--- config.mk ---
export PLATFORM = sky130hd
export DESIGN_NAME = sixleg_pwm_seq
export DESIGN_NICKNAME = d
export VERILOG_FILES = /design/src/rtl/seq6_pkg.sv /design/src/rtl/seq6_param_chk.sv /design/src/rtl/seq6_step_loc.sv /design/src/rtl/seq6_lvl_build.sv /design/src/rtl/sixleg_pwm_seq.sv
export SDC_FILE = /design/constraint.sdc
export NUM_CORES = 1
export LEC_CHECK = 0
export BUFFER_PORTS_ARGS = -buffer_cell sky130_fd_sc_hd__clkbuf_2
export CAP_MARGIN = 10
export CORE_ASPECT_RATIO = 2
export CORE_MARGIN = 5
export CORE_UTILIZATION = 57
export CTS_CLUSTER_DIAMETER = 150
export DETAILED_ROUTE_END_ITERATION = 10
export GPL_ROUTABILITY_DRIVEN = 0
export GPL_TIMING_DRIVEN = 0
export PLACE_DENSITY_LB_ADDON = 0.08
export SLEW_MARGIN = 25
export SYNTH_ARGS = -nofsm -noshare
export SYNTH_HDL_FRONTEND = slang
export SYNTH_HIERARCHICAL = 1
export SYNTH_SLANG_ARGS = --single-unit
--- constraint.sdc ---
create_clock -name clk -period 15.15 [get_ports clk]
set_input_delay 3.03 -clock clk [delete_from_list [all_inputs] [get_ports clk]]
set_output_delay 3.03 -clock clk [all_outputs]
set_load 0.005 [all_outputs]
--- src/rtl/seq6_pkg.sv ---
package seq6_pkg;
  localparam int LVL_W = 2;
  typedef logic [LVL_W-1:0] lvl_t;
  localparam lvl_t LVL_HI_START = 2'd1;
endpackage

--- src/rtl/seq6_param_chk.sv ---
module seq6_param_chk
  import seq6_pkg::*;
#(
  parameter int NLEG = 6,
  parameter int DW   = 8,
  parameter int LW   = 3,
  parameter int SW   = 11
) (
  input  logic [LVL_W*NLEG-1:0] start_i,
  input  logic [LW*NLEG-1:0]    order_i,
  input  logic [DW*NLEG-1:0]    dwell_i,
  output logic                  ok_o,
  output logic [SW*NLEG-1:0]    bnd_o,
  output logic [SW-1:0]         half_o
);
  logic [NLEG-1:0] start_ok, perm_ok, dw_ok;
  logic [SW-1:0]   acc [NLEG];
  logic [DW-1:0]   t0;

  assign t0 = dwell_i[DW-1:0];

  for (genvar g = 0; g < NLEG; g++) begin : g_leg
    int hits;
    assign start_ok[g] = lvl_t'(start_i[g*LVL_W +: LVL_W]) <= LVL_HI_START;
    always_comb begin
      hits = 0;
      for (int i = 0; i < NLEG; i++)
        if (order_i[i*LW +: LW] == LW'(g)) hits = hits + 1;
    end
    assign perm_ok[g] = (hits == 1);
    if (g == 0) begin : g_first
      assign dw_ok[g] = (t0 >= DW'(2));
      assign acc[g]   = SW'(t0 >> 1);
    end else begin : g_rest
      assign dw_ok[g] = (dwell_i[g*DW +: DW] != '0);
      assign acc[g]   = acc[g-1] + SW'(dwell_i[g*DW +: DW]);
    end
    assign bnd_o[g*SW +: SW] = acc[g];
  end

  assign half_o = acc[NLEG-1] + SW'(t0 - (t0 >> 1));
  assign ok_o   = (&start_ok) & (&perm_ok) & (&dw_ok);
endmodule

--- src/rtl/seq6_step_loc.sv ---
module seq6_step_loc #(
  parameter int NLEG = 6,
  parameter int SW   = 11,
  parameter int PW   = 12,
  parameter int KW   = 3
) (
  input  logic [PW-1:0]      pos_i,
  input  logic [PW-1:0]      plen_i,
  input  logic [SW-1:0]      half_i,
  input  logic [SW*NLEG-1:0] bnd_i,
  output logic [KW-1:0]      k_o
);
  logic [PW-1:0] fold;

  // fold the falling half onto the rising half
  assign fold = (pos_i < {1'b0, half_i}) ? pos_i : (plen_i - PW'(1) - pos_i);

  always_comb begin
    k_o = '0;
    for (int i = 0; i < NLEG; i++)
      if (fold >= {1'b0, bnd_i[i*SW +: SW]}) k_o = k_o + KW'(1);
  end
endmodule

--- src/rtl/seq6_lvl_build.sv ---
module seq6_lvl_build
  import seq6_pkg::*;
#(
  parameter int NLEG = 6,
  parameter int LW   = 3,
  parameter int KW   = 3
) (
  input  logic [LVL_W*NLEG-1:0] start_i,
  input  logic [LW*NLEG-1:0]    order_i,
  input  logic [KW-1:0]         k_i,
  output logic [LVL_W*NLEG-1:0] lvl_o
);
  for (genvar g = 0; g < NLEG; g++) begin : g_leg
    logic raised;
    always_comb begin
      raised = 1'b0;
      for (int i = 0; i < NLEG; i++)
        if ((KW'(i) < k_i) && (order_i[i*LW +: LW] == LW'(g))) raised = 1'b1;
    end
    assign lvl_o[g*LVL_W +: LVL_W] = start_i[g*LVL_W +: LVL_W] + {1'b0, raised};
  end
endmodule

--- src/rtl/sixleg_pwm_seq.sv ---
module sixleg_pwm_seq
  import seq6_pkg::*;
#(
  parameter  int NLEG = 6,
  parameter  int DW   = 8,
  localparam int LW   = $clog2(NLEG)
) (
  input  logic                  clk,
  input  logic                  rst,
  input  logic [LVL_W*NLEG-1:0] start_lvl,
  input  logic [LW*NLEG-1:0]    step_order,
  input  logic [DW*NLEG-1:0]    dwell,
  output logic [LVL_W*NLEG-1:0] leg_lvl,
  output logic                  prd_start,
  output logic                  seq_err
);
  localparam int SW = DW + $clog2(NLEG);
  localparam int PW = SW + 1;
  localparam int KW = $clog2(NLEG + 1);

  logic [PW-1:0]         cnt_q, plen_q, nxt_cnt, sel_plen;
  logic [SW-1:0]         half_q, sel_half, chk_half;
  logic [SW*NLEG-1:0]    bnd_q, sel_bnd, chk_bnd;
  logic [LVL_W*NLEG-1:0] start_q, sel_start, nxt_lvl;
  logic [LW*NLEG-1:0]    order_q, sel_order;
  logic [KW-1:0]         nxt_k;
  logic                  chk_ok, wrap, take;

  seq6_param_chk #(.NLEG(NLEG), .DW(DW), .LW(LW), .SW(SW)) u_pchk (
    .start_i(start_lvl), .order_i(step_order), .dwell_i(dwell),
    .ok_o(chk_ok), .bnd_o(chk_bnd), .half_o(chk_half)
  );

  assign wrap      = (cnt_q == plen_q - PW'(1));
  assign take      = wrap & chk_ok;
  assign nxt_cnt   = wrap ? '0 : cnt_q + PW'(1);
  assign sel_plen  = take ? {chk_half, 1'b0} : plen_q;
  assign sel_half  = take ? chk_half   : half_q;
  assign sel_bnd   = take ? chk_bnd    : bnd_q;
  assign sel_start = take ? start_lvl  : start_q;
  assign sel_order = take ? step_order : order_q;

  seq6_step_loc #(.NLEG(NLEG), .SW(SW), .PW(PW), .KW(KW)) u_loc (
    .pos_i(nxt_cnt), .plen_i(sel_plen), .half_i(sel_half), .bnd_i(sel_bnd), .k_o(nxt_k)
  );

  seq6_lvl_build #(.NLEG(NLEG), .LW(LW), .KW(KW)) u_bld (
    .start_i(sel_start), .order_i(sel_order), .k_i(nxt_k), .lvl_o(nxt_lvl)
  );

  always_ff @(posedge clk) begin
    if (rst) begin
      cnt_q     <= '0;
      plen_q    <= PW'(1);
      half_q    <= '0;
      bnd_q     <= '1;
      start_q   <= '0;
      order_q   <= '0;
      leg_lvl   <= '0;
      prd_start <= 1'b0;
      seq_err   <= 1'b0;
    end else begin
      cnt_q     <= nxt_cnt;
      leg_lvl   <= nxt_lvl;
      prd_start <= wrap;
      if (wrap) seq_err <= ~chk_ok;
      if (take) begin
        plen_q  <= sel_plen;
        half_q  <= chk_half;
        bnd_q   <= chk_bnd;
        start_q <= start_lvl;
        order_q <= step_order;
      end
    end
  end
endmodule

* Word-level counts from Yosys, hierarchy flattened *
Cells that the tools add are included.

storage, ports and cells
  flip-flop bits (word level) = 145
  output and inout bits = 14

cells by class
  reduce and logical (&&, ||, !) cells = 56
  bitwise gates (word level) = 4
  equal/unequal tests = 67
  $lt $le $gt $ge = 20
  $add $sub $neg = 52
  mux-type cells = 85

operator list
  kind                     number
  $mux W32                 30
  $add A32 B2 Y32 const B  24
  $eq A32 B2 Y1 const B    6
  $eq A3 B2 Y1 const B     24
  $eq A3 B3 Y1 const B     24
  $ge A12 B11 Y1           6
  $mux W66                 1
  $mux W12                 4
  $add A11 B8 Y11          4
  $mux W1                  43
  $reduce_bool A8 Y1       5
  $eq A3 B1 Y1 const B     12
  $logic_and A1 B1 Y1      36
  $logic_not A3 Y1         12
  $sub A12 B1 Y12 const B  2
  $mux W18                 1
  $reduce_and A6 Y1        3
  $mux W3                  5
  $add A1 B1 Y2 const B    7
  $add A12 B1 Y12 const B  1
  $add A2 B1 Y2            6
  $add A3 B1 Y3 const B    4
  $eq A12 B12 Y1           1
  $le A2 B1 Y1 const B     6
  other kinds (12)         17

* Depth between registers and ports, before layout *
Gate-level depths: netlist (run 1).

  depth in word-level cells = 42
  mapped depth = 68
  depth with buffers taken out = 66

* Cells and area by module *
Netlist (run 1), hierarchy kept.

by module, submodules not included
  module          area an instance (sq um)  sequential area each (sq um)  times used  cells an instance
  sixleg_pwm_seq  7599.8                    2902.8                        1           816
  seq6_param_chk  4626.9                    0.0                           1           631
  seq6_step_loc   2781.4                    0.0                           1           378
  seq6_lvl_build  533.0                     0.0                           1           74

* Least setup slack after synthesis (run 1) *
No wires, ideal clock.

  path type = in2reg
  start point = input port dwell[1]
  end point = register leg_lvl[3]
  cell stages on the path = 63
  slack = 0.078 ns
  library setup time = 0.128 ns
  data arrival time = 14.945 ns
  required time = 15.022 ns
  path buffers = 2
  path through = ha_1 > fa_1 > a21o_1 > a21oi_1 > xnor2_1 > ha_1 > xnor2_1 > ha_1 > a21oi_1 > o21ai_0 > xor2_1 > ha_1 > o21ai_0 > inv_1 > a2111oi_0 > nor3_1 > a211oi_1 > a21oi_1 > (+27 left out) > xnor2_1 > ha_1 > nor2_1 > nor2_1 > ha_1 > o21ai_0 > o41ai_2 > ha_1 > nand2b_1 > xnor3_1 > buf_4 > nor2b_1 > a32oi_1 > o221ai_1 > a311o_1 > ha_1 > xor2_1 > nor2b_1

on the way
  elaborated cells on any way between the ends = 62

RTL lines
  what                   line                  text
  start, declared        sixleg_pwm_seq.sv:12  input logic [DW*NLEG-1:0] dwell,
  $add A7 B8 Y9 *        seq6_param_chk.sv:36  assign acc[g] = acc[g-1] + SW'(dwell_i[g*DW +: DW]);
  via chk_bnd[15]        sixleg_pwm_seq.sv:23  logic [SW*NLEG-1:0] bnd_q, sel_bnd, chk_bnd;
  $add A11 B8 Y11 *      seq6_param_chk.sv:36
  via chk_bnd[26]        sixleg_pwm_seq.sv:23
  $add A11 B8 Y11 *      seq6_param_chk.sv:36
  via chk_bnd[38]        sixleg_pwm_seq.sv:23
  $add A11 B8 Y11 *      seq6_param_chk.sv:36
  via chk_bnd[53]        sixleg_pwm_seq.sv:23
  (+1 left out)          n/a
  via chk_bnd[64]        sixleg_pwm_seq.sv:23
  (+1 left out)          n/a
  via chk_half[10]       sixleg_pwm_seq.sv:22  logic [SW-1:0] half_q, sel_half, chk_half;
  (+1 left out)          n/a
  via sel_half[10]       sixleg_pwm_seq.sv:22
  (+13 left out)         n/a
  $mux W3 *              seq6_step_loc.sv:21   if (fold >= {1'b0, bnd_i[i*SW +: SW]}) k_o = k_o + KW'(1);
  via nxt_k[2]           sixleg_pwm_seq.sv:26  logic [KW-1:0] nxt_k;
  $lt A1 B3 Y1           seq6_lvl_build.sv:18  if ((KW'(i) < k_i) && (order_i[i*LW +: LW] == LW'(g))) raised = 1'b1;
  $logic_and A1 B1 Y1    seq6_lvl_build.sv:18
  $mux W1 (5 in series)  seq6_lvl_build.sv:18
  $mux W1 *              seq6_lvl_build.sv:18
  $add A2 B1 Y2 *        seq6_lvl_build.sv:20  assign lvl_o[g*LVL_W +: LVL_W] = start_i[g*LVL_W +: LVL_W] + {1'b0, raised};
  via nxt_lvl[3]         sixleg_pwm_seq.sv:24  logic [LVL_W*NLEG-1:0] start_q, sel_start, nxt_lvl;
  end signal, assigned   sixleg_pwm_seq.sv:64  leg_lvl <= nxt_lvl;
  end, declared          sixleg_pwm_seq.sv:13  output logic [LVL_W*NLEG-1:0] leg_lvl,

Mark *: on every way through the listed nets, which the timed path passes. The rest lies on a longest branch.
A chain may end at the register's enable or synchronous reset.

* Worst setup path after layout (run 1) *
  start point = input port dwell[1]
  end point = register leg_lvl[9]

on the way
  elaborated cells on any way between the ends = 62

RTL lines
  what                             line
  $add A7 B8 Y9 *                  seq6_param_chk.sv:36
  via chk_bnd[12]                  sixleg_pwm_seq.sv:23
  $add A11 B8 Y11 *                seq6_param_chk.sv:36
  via chk_bnd[23]                  sixleg_pwm_seq.sv:23
  $add A11 B8 Y11 * (2 in series)  seq6_param_chk.sv:36
  via chk_bnd[45]                  sixleg_pwm_seq.sv:23
  $add A11 B8 Y11 *                seq6_param_chk.sv:36
  via chk_bnd[62]                  sixleg_pwm_seq.sv:23
  (+1 left out)                    n/a
  via chk_half[10]                 sixleg_pwm_seq.sv:22
  (+1 left out)                    n/a
  via sel_half[10]                 sixleg_pwm_seq.sv:22
  (+13 left out)                   n/a
  $mux W3 *                        seq6_step_loc.sv:21
  via nxt_k[1]                     sixleg_pwm_seq.sv:26
  $lt A1 B3 Y1                     seq6_lvl_build.sv:18
  $logic_and A1 B1 Y1              seq6_lvl_build.sv:18
  $mux W1 (5 in series)            seq6_lvl_build.sv:18
  $mux W1 *                        seq6_lvl_build.sv:18
  $add A2 B1 Y2 *                  seq6_lvl_build.sv:20
  via nxt_lvl[9]                   sixleg_pwm_seq.sv:24

Marked as above.

==> results of run 1 <==
==> state kept, by name, summed over array words and instances (netlist names) <==
signal and count:
seq_err 1, half_q 11, plen_q 12, bnd_q 66, order_q 18, cnt_q 12, start_q 12, prd_start 1
leg_lvl 12
==> power by group <==
part	internal [uW]	leakage (uW)	switching, uW
registers	381	0.00117	0.238
clock network	244	0.000282	190
logic	1160	0.00729	1190
total	1780	0.00874	1380
==> cells in the mapped netlist, types with 6 or more instances <==
cell type  number  area share, %
nor2_1        238            5.7
ha_1          194             16
inv_1         161            3.9
nand2_1       160            3.9
dfxtp_1       145             19
mux2_2        108            7.8
mux2i_1        98            6.3
xnor2_1        91            5.1
o21ai_0        83            2.7
a21oi_1        69            2.2
clkbuf_1       50            1.2
nor2b_1        39            1.6
xor2_1         35            2.0
a21o_1         33            1.6
nor3_1         31            1.0
nand3_1        24           0.77
buf_4          19           0.92
mux2_4         19            1.8
nor4_1         16           0.64
o21bai_1       15           0.72
buf_6          14            1.0
nand2b_1       14           0.56
o2111ai_1      13           0.73
o21a_1         13           0.63
a211oi_1       12           0.58
nand3b_1       12           0.58
o211ai_1       12           0.58
and3_1         11           0.44
a31oi_1        10           0.40
nand4_1        10           0.40
buf_2           9           0.29
nor3b_1         9           0.43
fa_1            8            1.0
a2111oi_0       7           0.39
o211a_1         6           0.39
or3_1           6           0.24
xnor2_2         6           0.63
==> worst max-delay path, delay by kind of cell <==
kind                     cells  cell delay [ns]
adder cells (fa/ha/maj)     14             4.74
AO/OA/AOI/OAI               24             4.58
buffers and inverters        9             1.01
XOR/XNOR                     6             0.90
AND/OR/NAND/NOR              6             0.59
multiplexers                 2             0.51
==> timing repair <==
action                                  CTS  global route
endpoints found under the setup margin   12            12
setup buffers                            41            26
pin swaps                                73           115
gates resized for setup                 136           136
==> logic make-up (layout without fill, tap and decap cells) <==
logic type	Yosys count	count (layout)	share of synthesized area, %
AND/OR/NAND/NOR	606	606	18.69
AO/OA/AOI/OAI	332	332	14.73
buffers and inverters	255	448	7.375
multiplexers	225	225	15.97
adder cells (fa/ha/maj)	202	202	16.65
flip-flops	145	145	18.68
XOR/XNOR	133	133	7.874
other	1	7	0.02413
==> metrics by stage <==
| stage | setup TNS, ns | total power, uW | utilization (%) | area, sq um |
|---|---|---|---|---|
| floorplan | 0 | 1557 | - | 15560 |
| global placement | -33.21 | 1839 | 61.17 | 16460 |
| detailed placement | -30.44 | 1880 | 61.31 | 16500 |
| CTS | 0 | 2696 | 67.32 | 18110 |
| global route | -1.625 | 3342 | 70.79 | 19050 |
| finish | 0 | 3167 | 70.79 | 19050 |
==> cell type report <==
| cell class | instances | area, sq um |
|---|---|---|
| Tap cell | 348 | 435.4 |
| Clock inverter | 14 | 155.1 |
| Timing Repair Buffer | 162 | 1039 |
| Sequential cell | 145 | 2903 |
| Clock buffer | 18 | 429.2 |
| Multi-Input combinational cell | 1505 | 12910 |
| Fill cell | 2104 | 7859 |
| Buffer | 93 | 563.0 |
| Inverter | 161 | 609.3 |
==> worst max path at each step <==
stage / from / end / cells after the start
after floorplan: dwell[1] / leg_lvl[3]$_SDFF_PP0_ / 63
after global placement: dwell[1] / leg_lvl[3]$_SDFF_PP0_ / 61
after detailed placement: dwell[1] / leg_lvl[3]$_SDFF_PP0_ / 63
after CTS: dwell[1] / leg_lvl[9]$_SDFF_PP0_ / 63
after global routing: dwell[8] / leg_lvl[9]$_SDFF_PP0_ / 65
final: dwell[1] / leg_lvl[9]$_SDFF_PP0_ / 61
==> per-layer routing <==
metal	part of all wire, %	GRT usage (%)	up-vias	wire length, um
met4	11	27.70	0	5210
met2	54	59.07	493	26550
met1	33	26.75	6913	16110
li1	-	-	6969	-
met3	3.3	4.077	256	1615
met5	0	0	-	0
==> qor.yml, run 1 <==
cp-start-kind: "input port"
async_flop_share_pct: 0
grt_max_degree: 17
min_path_type: "flop to flop"
required_ns: 15.48
drive_gt1_share_pct: 27.98
hold_end: "order_q[0]$_SDFF_PP0_"
antennaDiodeCount: 0
clock_latency_ns: 0.46
finalSetupViolCount: 0
route.detailed.drc: 0
synth_edf_count: 0
via_count: 14631
final_cells: 2446
cp-end-kind: "flop"
rr_worst_depth: 46
ir_drop_v: 0.0002477
htreeDepth: 4
synthesis.instances: 1899
worst_pin_slew_ns: 0.8785
cts_tree: "yes"
wl_per_cell_um: 20.23
hold_viol: 0
cts_sinks: 145
layout_commonest_cell: "nor2_1"
r2r-start: "plen_q[0]$_SDFFE_PP1P_"
maxSlewHeadroom_pct: 41.01
cts-buffers-inserted: 17
dr.pass1.iters: 6
critPathKind: "input port to flop"
die_y_um: 243.5
ys_seq_area_share_pct: 18.68
fmax_mhz: 66.50
post-dp-hpwl_um: 37820
start_util_pct: 57.76
synth_ff_type: "dfxtp_1"
port_buffers: 92
synthDistinctLibCells: 93
holdBufCountCts: 0
cts_buffer_depth: 2
overflow: 0
grtUsageTotal_pct: 30.83
synth_area_sq_um: 15540
cp_data_arrival_time_ns: 15.37
drv_cap: 0
cpMaxStageDelayCell: "fa_2"
io-pin-count: 94
clock-skew-final_ns: 0.01319
core_sq_um: 26910
dieArea_sq_um: 30870
ant_nets: 0
rsz0062_at_grt: "yes"
holdWs_ns: 0.4578
timing.final.ws_setup_ns: 0.1114
min_from: "order_q[0]$_SDFF_PP0_"
slew_violations: 0
post-place-ws_ns: -2.668
grt_pass1_vias: 15173
final.period_utilization_pct: 99.26
antenna_found_initial: 0
root_buffer: "clkbuf_16"
final_cell_mix: "nor2_1, nand2_1, inv_1, ha_1, dfxtp_1"
path_max_fanout: 7
p_leak_uw: 0.008741
reg2reg_to: "leg_lvl[9]$_SDFF_PP0_"
synth.avg_cell_area_sq_um: 8.184
layout.nets: 2367
drt_iter0_markers: 760
syn_to_final_growth_pct: 22.57
yosys_warnings: 6
dieWidth_um: 126.8
drt-total-wl_um: 49490
dp.cells: 2349
cpMostUsedCell: "a21o_1"
status: "complete, no violations"
clk_pin_slew_ns: 0.07
routed_via_density: 5.982
r2r_slack_ns: 4.87
rows: 85
grt_pass1_wl_um: 75420
worst_path_largest_cell_delay_ns: 0.67
power.density_nw_per_um2: 166.3
period_needed_ns: 15.04
hold_depth: 2
ys_seq_elements: 145
Power figures use the tool's default switching activity.
==> run 2: changes to the inputs <==
--- a/config.mk
+++ b/config.mk
@@ -14,9 +14,9 @@
 export DETAILED_ROUTE_END_ITERATION = 10
 export GPL_ROUTABILITY_DRIVEN = 0
 export GPL_TIMING_DRIVEN = 0
+export HOLD_SLACK_MARGIN = 0.06
 export PLACE_DENSITY_LB_ADDON = 0.08
 export SLEW_MARGIN = 25
 export SYNTH_ARGS = -nofsm -noshare
 export SYNTH_HDL_FRONTEND = slang
-export SYNTH_HIERARCHICAL = 1
 export SYNTH_SLANG_ARGS = --single-unit
==> run 2 against run 1 <==
  * The run now ends with setup timing left
  * Critical path type unchanged
  * Clock-buffer cell count shrank 1
  * Core utilization increased by 0.22 points
  * Critical endpoint is now leg_lvl[2]$_SDFF_PP0_
  * Flip-flop and latch count stayed put
  * Fmax is 3.7% lower
  * Synthesized cell count fell by 11%
  * Worst setup slack worse by 0.58 ns
  * Clock skew is 0.0031 ns lower
  * Combinational power is 19% lower
  * Critical path depth up 7
==> qor.yml, run 2 <==
required_ns: 15.46
grt_max_degree: 17
cpMostUsedCell: "ha_4"
path_max_fanout: 6
htreeDepth: 4
critPathKind: "input port to flop"
yosys_warnings: 0
yosys-top-cells-count: "ha_1, dfxtp_1, nor2_1"
post-synth-top-area-cell: "dfxtp_1"
layout.nets: 2148
synth_edf_count: 0
antennaDiodeCount: 0
io-pin-count: 94
wl_per_cell_um: 20.80
synthDistinctLibCells: 98
synth.avg_cell_area_sq_um: 8.226
final_area_sq_um: 17200
final.period_utilization_pct: 103.1
min_path_type: "flop to flop"
cts_sinks: 145
synth_most_common_cell: "ha_1"
regMostFlops: "bnd_q"
overflow: 0
switching_share_pct: 42.68
via_count: 13411
core_sq_um: 24220
slew_violations: 0
synthXorXnorAreaFrac_pct: 9.630
worst_path_largest_cell_delay_ns: 0.38
syn-num-nets: 1969
synthesis.instances: 1690
drt-total-wl_um: 45180
grt_pass1_wl_um: 69390
synth_fa_ha_area_share_pct: 18.41
start_util_pct: 57.39
fill_cells: 1885
root_buffer: "clkbuf_16"
synth_area_sq_um: 13900
final_cells: 2172
largest_reg_flops: 66
syn_to_final_growth_pct: 23.73
synth-compound-area-share_pct: 17.12
dr.pass1.iters: 5
cts_tree: "yes"
die_y_um: 230.9
cpMaxStageDelayCell: "fa_2"
status: "complete, but fails checks"
clock-skew-final_ns: 0.01008
post-dp-hpwl_um: 33340
internal-power_uw: 1559
cts-buffers-inserted: 17
rsz0062_at_grt: "yes"
violations: "setup timing"
cp-start-kind: "input port"
yosys.area_share.simple_pct: 23.53
grtUsageTotal_pct: 31.31
drive_gt1_share_pct: 23.59
dieWidth_um: 120.4
final_cell_mix: "ha_1, dfxtp_1, nand2_1, nor2_1"
top_usage_layer: "met2"
cp_data_arrival_time_ns: 15.93
timing.final.ws_setup_ns: -0.4681
holdBufCountCts: 0
fmax_mhz: 64.03
ff_latch_area_sq_um: 2903
p_leak_uw: 0.007860
ys_seq_elements: 145
dieArea_sq_um: 27800
finalSetupViolCount: 12
synth_top_area_share_pct: 20.88
grt_pass1_vias: 13310
power.density_nw_per_um2: 158.2
placed_cell_area_sq_um: 14800
grtUsageMet1_pct: 36.96
layout_commonest_cell: "ha_1"
netlist_top_cells_area: "dfxtp_1, ha_1, xnor2_1, mux2i_1, nand2b_1"
clk_pin_slew_ns: 0.06
port_buffers: 84
grtUsageMet3_pct: 4.266
async_flop_share_pct: 0
route.detailed.drc: 0
dp.cells: 2065
cp-end-kind: "flop"
drt_iter0_markers: 952
p_sw_uw: 1161
grt.met2_usage_pct: 53.28
clockPowerShare_pct: 15.8
ir_drop_v: 0.0001969
drv_cap: 0
reg_top3: "bnd_q: 66 flops, order_q: 18 flops"
routed_via_density: 6.174
rows: 81
hold_viol: 0
antenna_found_initial: 0
worst_pin_slew_ns: 0.9122
synth_ff_type: "dfxtp_1"
cts_buffer_depth: 2
period_needed_ns: 15.62
power_frac_comb_pct: 70.2
post_synth_mux_area_share_pct: 5.994
clock_latency_ns: 0.44
maxSlewHeadroom_pct: 39.18
p_seq_share_pct: 14.0
ys_seq_area_share_pct: 20.88
ant_nets: 0
multiInputGateArea_sq_um: 11510
synth_top_family_by_area: "simple AND/OR/NAND/NOR gates"
## run 2: cell types whose count changed in the layout (fill, tap and decap cells not counted), sizes merged, moves of 36 or more
cell,before,now
inv,165,89
nand2b,14,87
nor2,238,143
mux2i,98,58
mux2,127,21
a21oi,71,107
## run 2: repair_timing
| item | in CTS | in global routing |
|---|---|---|
| setup buffers | 60 | 16 |
| gates cloned | 1 | 0 |
| setup endpoints to repair | 12 | 12 |
| gates resized for setup | 166 | 62 |
| pin swaps | 93 | 93 |
## run 2: layer usage
layer / vias up / routed length [um] / share of wire, %
li1: 6359 / - / -
met1: 6317 / 17790 / 39
met2: 569 / 21580 / 48
met3: 166 / 2484 / 5.5
met4: 0 / 3319 / 7.3
met5: - / 0 / 0
## run 2: power by group through the flow
stage	clock (uW)	combinational, uW	sequential (uW)
2_1_floorplan	0	970	390
3_3_place_gp	0	1170	390
3_5_place_dp	0	1200	390
4_1_cts	429	1550	382
5_1_grt	448	2050	381
6_report	430	1910	382
## run 2: through the flow
step / TNS [ns] / setup WS [ns] / util (%) / hold WS [ns] / total power [uW]
3_3_place_gp: -49.32 / -4.211 / 60.99 / 0.4381 / 1562
3_5_place_dp: -45.44 / -3.873 / 61.12 / 0.4435 / 1594
4_1_cts: -0.9254 / -0.1402 / 69.03 / 0.4633 / 2362
2_1_floorplan: 0 / 0.01900 / - / 0.4279 / 1361
6_report: -4.459 / -0.4681 / 71.02 / 0.4651 / 2721
5_1_grt: -9.988 / -0.8837 / 71.02 / 0.4879 / 2882
## run 2: cells by family after synthesis
family,count (synthesis)
buffers and inverters,154
AO/OA/AOI/OAI,366
adder cells (fa/ha/maj),200
XOR/XNOR,129
flip-flops,145
AND/OR/NAND/NOR,617
multiplexers,79
## run 2: final cells by class
type	instances	area share, %
Timing Repair Buffer	162	6.408
Multi-Input combinational cell	1391	66.93
Inverter	86	1.877
Sequential cell	145	16.88
Buffer	66	2.393
Clock inverter	15	0.9310
Tap cell	290	2.109
Clock buffer	17	2.473
## run 2: path summary, 6_finish.rpt
| path | startpoint | to | slack (ns) | cells after the start |
|---|---|---|---|---|
| worst max-delay path | dwell[1] | leg_lvl[2]$_SDFF_PP0_ | -0.47 | 68 |
| worst min-delay path | bnd_q[8]$_SDFF_PP1_ | bnd_q[8]$_SDFF_PP1_ | 0.47 | 2 |
| worst max register to register | plen_q[0]$_SDFFE_PP1P_ | leg_lvl[2]$_SDFF_PP0_ | 3.77 | 54 |
| worst min register to register | bnd_q[8]$_SDFF_PP1_ | bnd_q[8]$_SDFF_PP1_ | 0.47 | 2 |
## run 2: worst max-delay path: cells and delay by family
kind / cells / cell delay [ns]
mux: 3 / 0.86
fa+ha+maj: 15 / 4.03
simple gates: 9 / 1.08
compound gates: 27 / 4.65
xor+xnor: 10 / 1.70
buf+inv: 4 / 0.53
